==> config.mk <==
export PLATFORM = sky130hd
export DESIGN_NAME = wdt_svc_timer
export DESIGN_NICKNAME = d
export VERILOG_FILES = /design/src/rtl/wdt_pkg.sv /design/src/rtl/wdt_prescaler.sv /design/src/rtl/wdt_counter.sv /design/src/rtl/wdt_svc_timer.sv
export SDC_FILE = /design/constraint.sdc
export NUM_CORES = 1
export LEC_CHECK = 0
export BUFFER_PORTS_ARGS = -buffer_cell sky130_fd_sc_hd__buf_2
export CAP_MARGIN = 0
export CELL_PAD_IN_SITES_DETAIL_PLACEMENT = 0
export CELL_PAD_IN_SITES_GLOBAL_PLACEMENT = 2
export CORE_MARGIN = 2
export CORE_UTILIZATION = 30
export DETAILED_ROUTE_END_ITERATION = 8
export PLACE_DENSITY_LB_ADDON = 0.1
export SLEW_MARGIN = 25
export SYNTH_ARGS = -nofsm -noshare
export SYNTH_HDL_FRONTEND = slang
export SYNTH_SLANG_ARGS = --single-unit
==> constraint.sdc <==
create_clock -name clk -period 2.2 [get_ports clk]
set_input_delay 0 -clock clk [delete_from_list [all_inputs] [get_ports clk]]
set_output_delay 0 -clock clk [all_outputs]
set_load 0.005 [all_outputs]
==> src/rtl/wdt_pkg.sv <==
package wdt_pkg;
    localparam int WDT_CNT_W    = 16;
    localparam int WDT_RELOAD_W = 8;
    localparam int WDT_DIV_FAST = 2;
    localparam int WDT_DIV_SLOW = 128;

    typedef enum logic {
        RATE_FAST = 1'b0,
        RATE_SLOW = 1'b1
    } wdt_rate_e;
endpackage

==> src/rtl/wdt_prescaler.sv <==
module wdt_prescaler
    import wdt_pkg::*;
#(
    parameter int DIV_FAST = WDT_DIV_FAST,
    parameter int DIV_SLOW = WDT_DIV_SLOW
) (
    input  logic      clk,
    input  logic      rst_n,
    input  wdt_rate_e rate,
    input  logic      restart,
    input  logic      hold,
    output logic      tick
);
    localparam int PRE_W = (DIV_SLOW > 2) ? $clog2(DIV_SLOW) : 1;
    localparam logic [PRE_W-1:0] LIM_FAST = PRE_W'(DIV_FAST - 1);
    localparam logic [PRE_W-1:0] LIM_SLOW = PRE_W'(DIV_SLOW - 1);

    typedef struct packed {
        logic [PRE_W-1:0] phase;
    } pre_state_t;

    pre_state_t st_d, st_q;
    logic [PRE_W-1:0] limit;
    logic             tick_c;

    always_comb begin
        st_d   = st_q;
        limit  = (rate == RATE_SLOW) ? LIM_SLOW : LIM_FAST;
        tick_c = 1'b0;
        if (restart) begin
            st_d.phase = '0;
        end else if (!hold) begin
            if (st_q.phase >= limit) begin
                st_d.phase = '0;
                tick_c     = 1'b1;
            end else begin
                st_d.phase = st_q.phase + 1'b1;
            end
        end
    end

    always_ff @(posedge clk or negedge rst_n) begin
        if (!rst_n) st_q <= '0;
        else        st_q <= st_d;
    end

    assign tick = tick_c;

    AST_TICK_SPACED: assert property (@(posedge clk) disable iff (!rst_n)
        tick |=> !tick);
    AST_RESTART_PHASE: assert property (@(posedge clk) disable iff (!rst_n)
        restart |=> (st_q.phase == '0));
    AST_HOLD_PHASE: assert property (@(posedge clk) disable iff (!rst_n)
        (hold && !restart) |=> $stable(st_q.phase));
endmodule

==> src/rtl/wdt_counter.sv <==
module wdt_counter
    import wdt_pkg::*;
#(
    parameter int CNT_W    = WDT_CNT_W,
    parameter int RELOAD_W = WDT_RELOAD_W
) (
    input  logic                clk,
    input  logic                rst_n,
    input  logic                step,
    input  logic                kick,
    input  logic                hold,
    input  logic [RELOAD_W-1:0] reload_hi,
    output logic [CNT_W-1:0]    count,
    output logic                expired
);
    localparam int LOW_W = CNT_W - RELOAD_W;
    localparam logic [CNT_W-1:0] ALL_ONES = '1;

    typedef struct packed {
        logic [CNT_W-1:0] cnt;
        logic             fire;
    } cnt_state_t;

    cnt_state_t st_d, st_q;
    logic [CNT_W-1:0] reload_word;

    always_comb begin
        reload_word = {reload_hi, {LOW_W{1'b0}}};
        st_d        = st_q;
        st_d.fire   = 1'b0;
        if (kick) begin
            st_d.cnt = reload_word;
        end else if (step && !hold) begin
            if (st_q.cnt == ALL_ONES) begin
                st_d.cnt  = reload_word;
                st_d.fire = 1'b1;
            end else begin
                st_d.cnt = st_q.cnt + 1'b1;
            end
        end
    end

    always_ff @(posedge clk or negedge rst_n) begin
        if (!rst_n) st_q <= '0;
        else        st_q <= st_d;
    end

    assign count   = st_q.cnt;
    assign expired = st_q.fire;

    AST_SINGLE_STEP: assert property (@(posedge clk) disable iff (!rst_n)
        !kick |=> (expired || count == $past(count) || count == $past(count) + 1'b1));
    AST_KICK_LOAD: assert property (@(posedge clk) disable iff (!rst_n)
        kick |=> (count == {$past(reload_hi), {LOW_W{1'b0}}}));
    AST_PULSE_ONE: assert property (@(posedge clk) disable iff (!rst_n)
        expired |=> !expired);
    AST_WRAP_RELOAD: assert property (@(posedge clk) disable iff (!rst_n)
        $rose(expired) |-> (count == {$past(reload_hi), {LOW_W{1'b0}}}));
    AST_FREEZE_HOLD: assert property (@(posedge clk) disable iff (!rst_n)
        (hold && !kick) |=> ($stable(count) && !expired));
    AST_KICK_WINS: assert property (@(posedge clk) disable iff (!rst_n)
        kick |=> !expired);
endmodule

==> src/rtl/wdt_svc_timer.sv <==
module wdt_svc_timer
    import wdt_pkg::*;
#(
    parameter int CNT_W    = WDT_CNT_W,
    parameter int RELOAD_W = WDT_RELOAD_W,
    parameter int DIV_FAST = WDT_DIV_FAST,
    parameter int DIV_SLOW = WDT_DIV_SLOW
) (
    input  logic                clk,
    input  logic                rst_n,
    input  logic                div_sel,
    input  logic [RELOAD_W-1:0] reload_hi,
    input  logic                kick,
    input  logic                freeze,
    output logic [CNT_W-1:0]    wdt_count,
    output logic                wdt_expired
);
    logic      pre_tick;
    wdt_rate_e rate;

    assign rate = wdt_rate_e'(div_sel);

    wdt_prescaler #(
        .DIV_FAST (DIV_FAST),
        .DIV_SLOW (DIV_SLOW)
    ) u_pre (
        .clk     (clk),
        .rst_n   (rst_n),
        .rate    (rate),
        .restart (kick),
        .hold    (freeze),
        .tick    (pre_tick)
    );

    wdt_counter #(
        .CNT_W    (CNT_W),
        .RELOAD_W (RELOAD_W)
    ) u_cnt (
        .clk       (clk),
        .rst_n     (rst_n),
        .step      (pre_tick),
        .kick      (kick),
        .hold      (freeze),
        .reload_hi (reload_hi),
        .count     (wdt_count),
        .expired   (wdt_expired)
    );

    AST_RESET_IDLE: assert property (@(posedge clk)
        !rst_n |-> (wdt_count == '0 && !wdt_expired));
endmodule

After elaboration in Yosys (flattened, before gate mapping)
Cells that the tools add are included.

Register bits after elaboration: 24. Output and inout port bits: 17.

Order comparisons: 1. Eq/ne operators: 2. Mux-type cells: 12. $add $sub $neg: 2. Reduce and logical (&&, ||, !) cells: 3.

Operators by type and width (number): two-way mux 16 bit (2); two-way mux 7 bit (4); two-way mux 17 bit (1); adder 16 x 1 -> 16 bit (second input constant) (1); equality test 16 bit (second input constant) (1); adder 7 x 1 -> 7 bit (second input constant) (1); >= comparator 7 bit (1); two-way mux 1 bit (5); inequality test 2 bit (second input constant) (1); nonzero test 2 bit (1); logical AND 1 bit (1); logical NOT 1 bit (1).

Depth between registers and ports, before layout
Gate-level depths: netlist (run 1).

Depth in word-level cells: 8. Mapped depth: 8. Depth with buffers taken out: 7.

Cells and area by module
From an unflattened synthesis (run 1), not the netlist that was laid out.

Cell total of the unflattened synthesis: 164. Area total of the unflattened synthesis: 1520.2 um^2.

Modules (own cells, without submodules): wdt_counter (cells an instance 103, instances 1, area an instance 969.7 um^2); wdt_prescaler (cells an instance 61, instances 1, area an instance 550.5 um^2).

Worst setup path after synthesis (run 1)
OpenSTA, ideal clock, no wires.

Path kind: reg2reg. From: register u_pre.st_q[6] (netlist bit). To: register u_cnt.st_q (netlist bit u_cnt.count[11]). Library setup time: 126 ps. Slack: 151 ps. Data arrival time: 1923 ps. Data required time: 2074 ps. Path buffers: 0. Clock period less this slack: 2049 ps. Cell stages (with the launch flop): 7. Cells stage by stage: dfrtp_1 -> ha_1 -> a21oi_1 -> o22ai_2 -> or2_4 -> a21o_1 -> a221o_1.

Word-level cells in the longest chain between the ends: 6.

RTL lines: from (decl) (RTL line wdt_prescaler.sv:22) `pre_state_t st_d, st_q;`; from (signal assigned) (RTL line wdt_prescaler.sv:44) `else st_q <= st_d;`; >= comparator 7 bit (RTL line wdt_prescaler.sv:33) `if (st_q.phase >= limit) begin`; two-way mux 1 bit (RTL line wdt_prescaler.sv:33); two-way mux 1 bit (RTL line wdt_prescaler.sv:32) `end else if (!hold) begin`; two-way mux 1 bit (RTL line wdt_prescaler.sv:30) `if (restart) begin`; logical AND 1 bit (RTL line wdt_counter.sv:33) `end else if (step && !hold) begin`; nonzero test 2 bit (no source line); to (signal assigned) (RTL line wdt_counter.sv:45) `else st_q <= st_d;`; to (decl) (RTL line wdt_counter.sv:24) `cnt_state_t st_d, st_q;`.

Every way passes these cells. A chain may end at the register's enable or synchronous reset.

Worst setup path in the final report (run 1)
From: register u_pre.st_q[4] (netlist bit). To: register u_cnt.st_q (netlist bit u_cnt.count[11]).

The elaborated chain is that of the path after synthesis.

==> flow_metrics.py, run 1 <==
metrics = {
    "power": {
        "p_total_mw": 0.903,
        "p_leak_nw": 0.935,
        "powerDensity_nw_per_um2": 439,
        "peakVddDrop_v": 0.000179,
    },
    "run": {
        "maxCapViolCount": 0,
    },
    "global_routing": {
        "use_met1": 0.180,
        "grt_pass1_vias": 1603,
        "grt_use_met3": 0.0213,
        "gr-usage-met2": 0.305,
        "grt.total_usage": 0.161,
        "grt_pass1_wl_um": 7490,
        "antenna_found_initial": 0,
        "top_usage_layer": "met2",
        "grt-ovfl-total": 0,
        "grt_max_degree": 25,
    },
    "timing": {
        "max_slew.worst_pin.slew_ns": 0.564,
        "finalCritPeriodShare": 0.966,
        "max_slew_margin": 0.624,
        "period_minus_slack_ns": 2.13,
        "setup_viol_count_final": 0,
        "clock.fmax_mhz": 470,
        "hold_viol": 0,
        "finClkSkew_ns": 0.00409,
        "drv_slew": 0,
        "rsz0062_at_grt": "yes",
    },
    "floorplanning": {
        "fp.dieH_um": 76,
        "core_area_um2": 5040,
        "num_io_pins": 30,
        "num_rows": 26,
        "die_area_um2": 5780,
        "die_x_um": 76,
        "initial_core_util": 0.308,
    },
    "critical_path": {
        "critPathSlowestCell": "dfrtp_1",
        "critPathMaxFanout": 6,
        "path_cells": "ha_1, a21oi_2, o22ai_4, or2_4, a21o_1, a221o_1",
        "rrSetupSlack_ns": 0.07,
        "reg2reg_from": "u_pre.st_q[4]",
        "worstPathArrival_ns": 2.28,
        "rr_worst_depth": 6,
        "r2r_end": "u_cnt.count[11]",
        "slowest_delay_ns": 0.39,
        "cp-end-kind": "flop",
        "startpoint_type": "flop",
        "cp.required_ns": 2.36,
        "crit_type": "reg2reg",
    },
    "detailed_routing": {
        "drt_iter0_markers": 65,
        "ant_nets": 0,
        "postRouteWirelength_um": 4490,
        "dr.pass1.iters": 4,
        "dr_total_vias": 1525,
        "wl_per_cell_um": 15.6,
        "via_per_inst": 5.30,
        "drc": 0,
    },
    "placement": {
        "dp_hpwl_um": 3300,
        "gp_congestion": 0.793,
        "placed_area_um2": 1860,
        "dp.cells": 272,
        "port_buffers": 29,
    },
    "yosys": {
        "synth_top_area_cell": "dfrtp_1",
        "ys_top_cells_by_area": "dfrtp_1 39%, ha_1 6.4%, o21ai_0 4.5%, xor2_1 3.4%, a21oi_1 3.2%",
        "synth_area_per_cell_um2": 9.37,
        "ys_types": 40,
        "async_reset_ff_frac": 1.00,
        "synth-edff-count": 0,
        "ys.flop_type": "dfrtp_1",
        "ys_seq_area_frac": 0.386,
        "yosys_register_bits": 24,
        "synth_nets": 187,
        "synth_cells": 166,
        "synth_warnings": 0,
        "synth_top_area_share": 0.386,
        "synthesis.area_um2": 1560,
    },
    "clocking": {
        "cts_tree": "done",
        "cts_sinks": 24,
        "htree_levels": 1,
        "clockBufferDepth": 2,
        "cts_buffers": 3,
        "cts_root_buf": "clkbuf_8",
        "clkTransAtPathRegs_ns": 0.09,
        "worstSkewPairLatency_ns": 0.26,
    },
    "final_layout": {
        "fin_nets": 240,
        "antennaDiodeCount": 0,
        "final_design_area_no_fill_um2": 2050,
        "drive_above_1_share": 0.271,
        "area_growth_pct": 32.1,
        "finalNonFillerCells": 288,
        "final_util": 0.407,
    },
    "worst_hold_path": {
        "hold_end": "u_cnt.count[2]",
        "min_from": "kick",
        "hp-class": "in2reg",
        "hold_depth": 2,
    },
    "run_status": {
        "outcome": "finished, final reports clean",
    },
}
[cells in the mapped netlist, types with 2 or more instances]
cell       number
dfrtp_1        24
o21ai_0        14
nand2_1        12
a21oi_1        10
nor2_1         10
nand3_1         9
ha_1            8
nand4_1         7
xor2_1          6
or4_1           5
a21o_1          4
inv_1           4
a22o_1          3
a31oi_1         3
and3_1          3
clkbuf_1        3
nor2b_1         3
nor3b_1         3
o211a_1         3
o211ai_1        3
xnor2_1         3
a221o_1         2
buf_2           2
nand3b_1        2
nor3_1          2
nor4_1          2
o2111ai_1       2
o21ai_1         2
[state kept, by name (all words and copies together) (netlist names)]
| name | count |
|---|---|
| u_cnt.count | 16 |
| u_pre.st_q | 7 |
| u_cnt.expired | 1 |
[cell families (layout without fill, tap and decap cells)]
| kind of cell | after synthesis | count (layout) | synth area share |
|---|---|---|---|
| XOR/XNOR | 9 | 9 | 0.0507 |
| AO/OA/AOI/OAI | 50 | 50 | 0.222 |
| flip-flops | 24 | 24 | 0.386 |
| adder cells (fa/ha/maj) | 8 | 8 | 0.0644 |
| AND/OR/NAND/NOR | 66 | 67 | 0.253 |
| buffers and inverters | 9 | 60 | 0.0233 |
[placed cells by master (no fill, tap or decap), drive strengths merged, types with 8 or more instances in the layout]
cell / count
nand4: 8
dlygate4sd3: 9
dfrtp: 24
o21ai: 16
ha: 8
a21oi: 11
buf: 43
nand2: 12
nor2: 12
nand3: 9
[metrics by stage]
step	setup TNS, ns	setup WS (ns)	hold WS (ns)
final	0	0.0742	0.141
after global routing	-0.0553	-0.0293	0.158
after CTS	0	0.00279	0.135
after detailed placement	0	0.0152	0.0319
after global placement	0	0.0874	0.0250
after floorplan	0	0.151	-0.296
[routing by layer]
metal  part of all wire  vias to the layer above
met2               0.53                       27
met5                  0                        -
met3              0.022                        8
li1                   -                      737
met1               0.43                      753
met4              0.018                        0
[timing repair]
action                                  4_1_cts  5_1_grt
endpoints found under the setup margin        0       11
hold buffers                                  9        0
setup buffers                                 0        2
resized for setup                             0        5
hold endpoints to repair                     32        0
[critical path, delay by kind of cell, from the launching register on]
kind | cells | cell delay [ns]
flops | 1 | 0.39
simple gates | 1 | 0.30
fa+ha+maj | 1 | 0.32
compound gates | 4 | 1.00
[area by class of cell]
type / count / area, µm²
Sequential cell: 24 / 601
Fill cell: 531 / 2990
Tap cell: 70 / 87.6
Timing Repair Buffer: 52 / 340
Multi-Input combinational cell: 134 / 956
Inverter: 4 / 15.0
Clock buffer: 4 / 55.1
[power by group]
group	leakage (nW)	internal (mW)	switching, mW
combinational	0.588	0.0577	0.0605
sequential	0.318	0.457	0.0259
clock	0.0288	0.160	0.142
[worst max-delay path by stage]
stage          slack (ns)         endpoint          start
6_report             0.07  u_cnt.count[11]  u_pre.st_q[4]
5_1_grt             -0.03  u_cnt.count[15]  u_pre.st_q[4]
4_1_cts             0.003  u_cnt.count[15]  u_pre.st_q[6]
3_5_place_dp         0.02  u_cnt.count[11]  u_pre.st_q[6]
3_3_place_gp         0.09  u_cnt.count[11]  u_pre.st_q[6]
2_1_floorplan        0.15  u_cnt.count[11]  u_pre.st_q[6]
Note: power is estimated with default switching activity, not from simulation.
==> run 2, diff against run 1 <==
--- a/config.mk
+++ b/config.mk
@@ -5,14 +5,15 @@
 export SDC_FILE = /design/constraint.sdc
 export NUM_CORES = 1
 export LEC_CHECK = 0
+export ABC_AREA = 1
 export BUFFER_PORTS_ARGS = -buffer_cell sky130_fd_sc_hd__buf_2
 export CAP_MARGIN = 0
 export CELL_PAD_IN_SITES_DETAIL_PLACEMENT = 0
 export CELL_PAD_IN_SITES_GLOBAL_PLACEMENT = 2
 export CORE_MARGIN = 2
-export CORE_UTILIZATION = 30
+export CORE_UTILIZATION = 29
 export DETAILED_ROUTE_END_ITERATION = 8
-export PLACE_DENSITY_LB_ADDON = 0.1
+export PLACE_DENSITY = 0.87
 export SLEW_MARGIN = 25
 export SYNTH_ARGS = -nofsm -noshare
 export SYNTH_HDL_FRONTEND = slang
==> run 2 against run 1 <==
  * Sequential share of layout area decreased by 1.4 points
  * Highest routed layer unchanged
  * Critical endpoint is now u_cnt.count[8]
  * Critical path depth increased by 3
  * Via count increased by 12%
  * Sequential power increased by 2%
  * Synthesized area increased by 16%
  * Maximum frequency increased by 22%
  * Clock power increased by 5%
  * Cell area increased by 5.0%
  * Global-route usage decreased by 1.8 points
  * Worst hold slack got worse by 0.11 ns
  * Die area increased by 19%
==> flow_metrics.py, run 2 <==
metrics = {
    "run_status": {
        "outcome": "finished, final reports clean",
    },
    "critical_path": {
        "cp-end-kind": "flop",
        "critPathMaxFanout": 19,
        "cp.required_ns": 2.37,
        "rrSetupSlack_ns": 0.45,
        "worstPathArrival_ns": 1.92,
        "startpoint_type": "flop",
        "r2r_end": "u_cnt.count[8]",
        "rr_worst_depth": 9,
        "crit_type": "reg2reg",
        "reg2reg_from": "u_pre.st_q[2]",
    },
    "timing": {
        "tns_ns": 0,
        "rsz0062_at_grt": "no",
        "clock.fmax_mhz": 572,
        "setup_viol_count_final": 0,
        "hold_viol": 0,
        "max_slew_margin": 0.601,
        "finalCritPeriodShare": 0.795,
        "max_slew.worst_pin.slew_ns": 0.599,
        "hold_ws_ns": 0.0308,
        "period_minus_slack_ns": 1.75,
        "drv_slew": 0,
        "finClkSkew_ns": 0.00598,
    },
    "floorplanning": {
        "fp.dieH_um": 83.0,
        "die_x_um": 83.0,
        "num_io_pins": 30,
        "die_area_um2": 6890,
        "core_area_um2": 5990,
        "num_rows": 28,
        "initial_core_util": 0.302,
    },
    "power": {
        "p_total_mw": 0.944,
        "peakVddDrop_v": 0.000247,
        "powerDensity_nw_per_um2": 438,
        "p_leak_nw": 1.10,
    },
    "clocking": {
        "cts_tree": "done",
        "worstSkewPairLatency_ns": 0.27,
        "clkTransAtPathRegs_ns": 0.10,
        "htree_levels": 1,
        "clockBufferDepth": 2,
        "ctsResizeCount": 0,
        "cts_buffers": 3,
        "cts_root_buf": "clkbuf_8",
        "cts_sinks": 24,
    },
    "global_routing": {
        "antenna_found_initial": 0,
        "grt-ovfl-total": 0,
        "grt_pass1_vias": 1675,
        "grt.total_usage": 0.143,
        "grt_max_degree": 25,
        "grt_pass1_wl_um": 8140,
    },
    "detailed_routing": {
        "dr.pass1.iters": 5,
        "dr_total_vias": 1703,
        "via_per_inst": 4.80,
        "wl_per_cell_um": 13.0,
        "drc": 0,
        "ant_nets": 0,
        "postRouteWirelength_um": 4600,
        "drt_iter0_markers": 97,
    },
    "final_layout": {
        "area_growth_pct": 19.2,
        "drive_above_1_share": 0.221,
        "antennaDiodeCount": 0,
        "layout_common_cells": "65 x nand2_1, 38 x nand3_1, 29 x buf_2",
        "fin_nets": 302,
        "layout_commonest_cell": "nand2_1",
        "fill_cells": 645,
        "largest_reg_flops": 16,
    },
    "yosys": {
        "synth-edff-count": 0,
        "ys.flop_type": "dfrtp_1",
        "ys_top_cells_by_count": "65 x nand2_1, 38 x nand3_1, 24 x dfrtp_1, 24 x inv_1, 16 x nor2_1",
        "synth_top_area_cell": "dfrtp_1",
        "synth_nets": 264,
        "ys_seq_area_frac": 0.332,
        "ys_top_cells_by_area": "dfrtp_1 33%, nand2_1 13%, nand3_1 11%, ha_1 5.5%, inv_1 5.0%",
        "async_reset_ff_frac": 1.00,
        "yosys_register_bits": 24,
        "synthMostInstantiatedCell": "nand2_1",
        "synth_top_area_share": 0.332,
        "ys_types": 30,
        "synthesis.area_um2": 1810,
        "synth_area_per_cell_um2": 7.45,
        "synth_warnings": 0,
        "synth_cells": 243,
    },
    "run": {
        "maxCapViolCount": 0,
    },
    "placement": {
        "port_buffers": 29,
        "dp_hpwl_um": 3430,
        "gp_congestion": 0.782,
    },
    "worst_hold_path": {
        "hold_depth": 5,
        "hp-class": "in2reg",
        "hold_end": "u_cnt.count[13]",
        "min_from": "reload_hi[5]",
    },
}
## run 2: cell types whose count changed in the layout (fill, tap and decap cells not counted), sizes merged, moves of 6 or more
cell	before	now
a21oi	11	1
o22ai	1	7
nand3	9	43
inv	4	26
nand2	12	73
o21ai	16	9
buf	43	29
nor2	12	24
## run 2: worst max-delay path by stage
stage | startpoint | endpoint | slack (ns)
floorplan | u_pre.st_q[2] | u_cnt.count[10] | 0.69
global placement | u_pre.st_q[4] | u_cnt.count[8] | 0.49
detailed placement | u_pre.st_q[6] | u_cnt.count[8] | 0.45
CTS | u_pre.st_q[6] | u_cnt.count[8] | 0.43
global route | u_pre.st_q[6] | u_cnt.count[14] | 0.25
finish | u_pre.st_q[2] | u_cnt.count[8] | 0.45
## run 2: per-stage QoR
step           cell area, µm²  setup WS (ns)  cells  utilization
3_3_place_gp             2030          0.491    344        0.339
4_1_cts                  2160          0.429    355        0.360
5_1_grt                  2160          0.251    355        0.360
3_5_place_dp             2030          0.445    344        0.339
2_1_floorplan            1810          0.688    243            -
6_report                 2160          0.451    355        0.360
## run 2: report_power, final
group	switching (mW)	internal (mW)
Sequential	0.0337	0.458
Combinational	0.0774	0.0581
Clock	0.157	0.160
Total	0.268	0.676
## run 2: final cells by class
cell class	count	area [µm²]	area share
Multi-Input combinational cell	186	1070	0.497
Sequential cell	24	601	0.278
Timing Repair Buffer	36	215	0.0998
Inverter	30	120	0.0557
Tap cell	75	93.8	0.0435
Clock buffer	4	55.1	0.0255
## run 2: what timing repair did
action | CTS | global route
hold endpoints to repair | 30 | 0
hold buffers | 7 | 0
buffers inserted | 0 | 0
## run 2: logic make-up (layout without fill, tap and decap cells)
kind of cell             after synthesis  after routing  synth area share
adder cells (fa/ha/maj)                8              8            0.0553
AND/OR/NAND/NOR                      150            150             0.431
AO/OA/AOI/OAI                         18             18            0.0581
flip-flops                            24             24             0.332
XOR/XNOR                              10             10            0.0484
buffers and inverters                 33             70            0.0754
## run 2: routing by layer
layer | GRT usage | part of all wire | up-vias
met5 | 0 | 0 | -
met2 | 0.231 | 0.47 | 32
li1 | - | - | 873
met3 | 0.0338 | 0.050 | 2
met4 | 0.0343 | 0.0063 | 0
met1 | 0.193 | 0.48 | 796
## run 2: critical path: stages, from the launching register on
cell and delay (ns):
dfrtp_1 0.44, ha_1 0.31, nand3_1 0.09, nand3_1 0.06, nand2_1 0.09, nand2_2 0.09, nand2_4 0.19, clkinv_2 0.17
o21ai_1 0.11, nand3_1 0.07
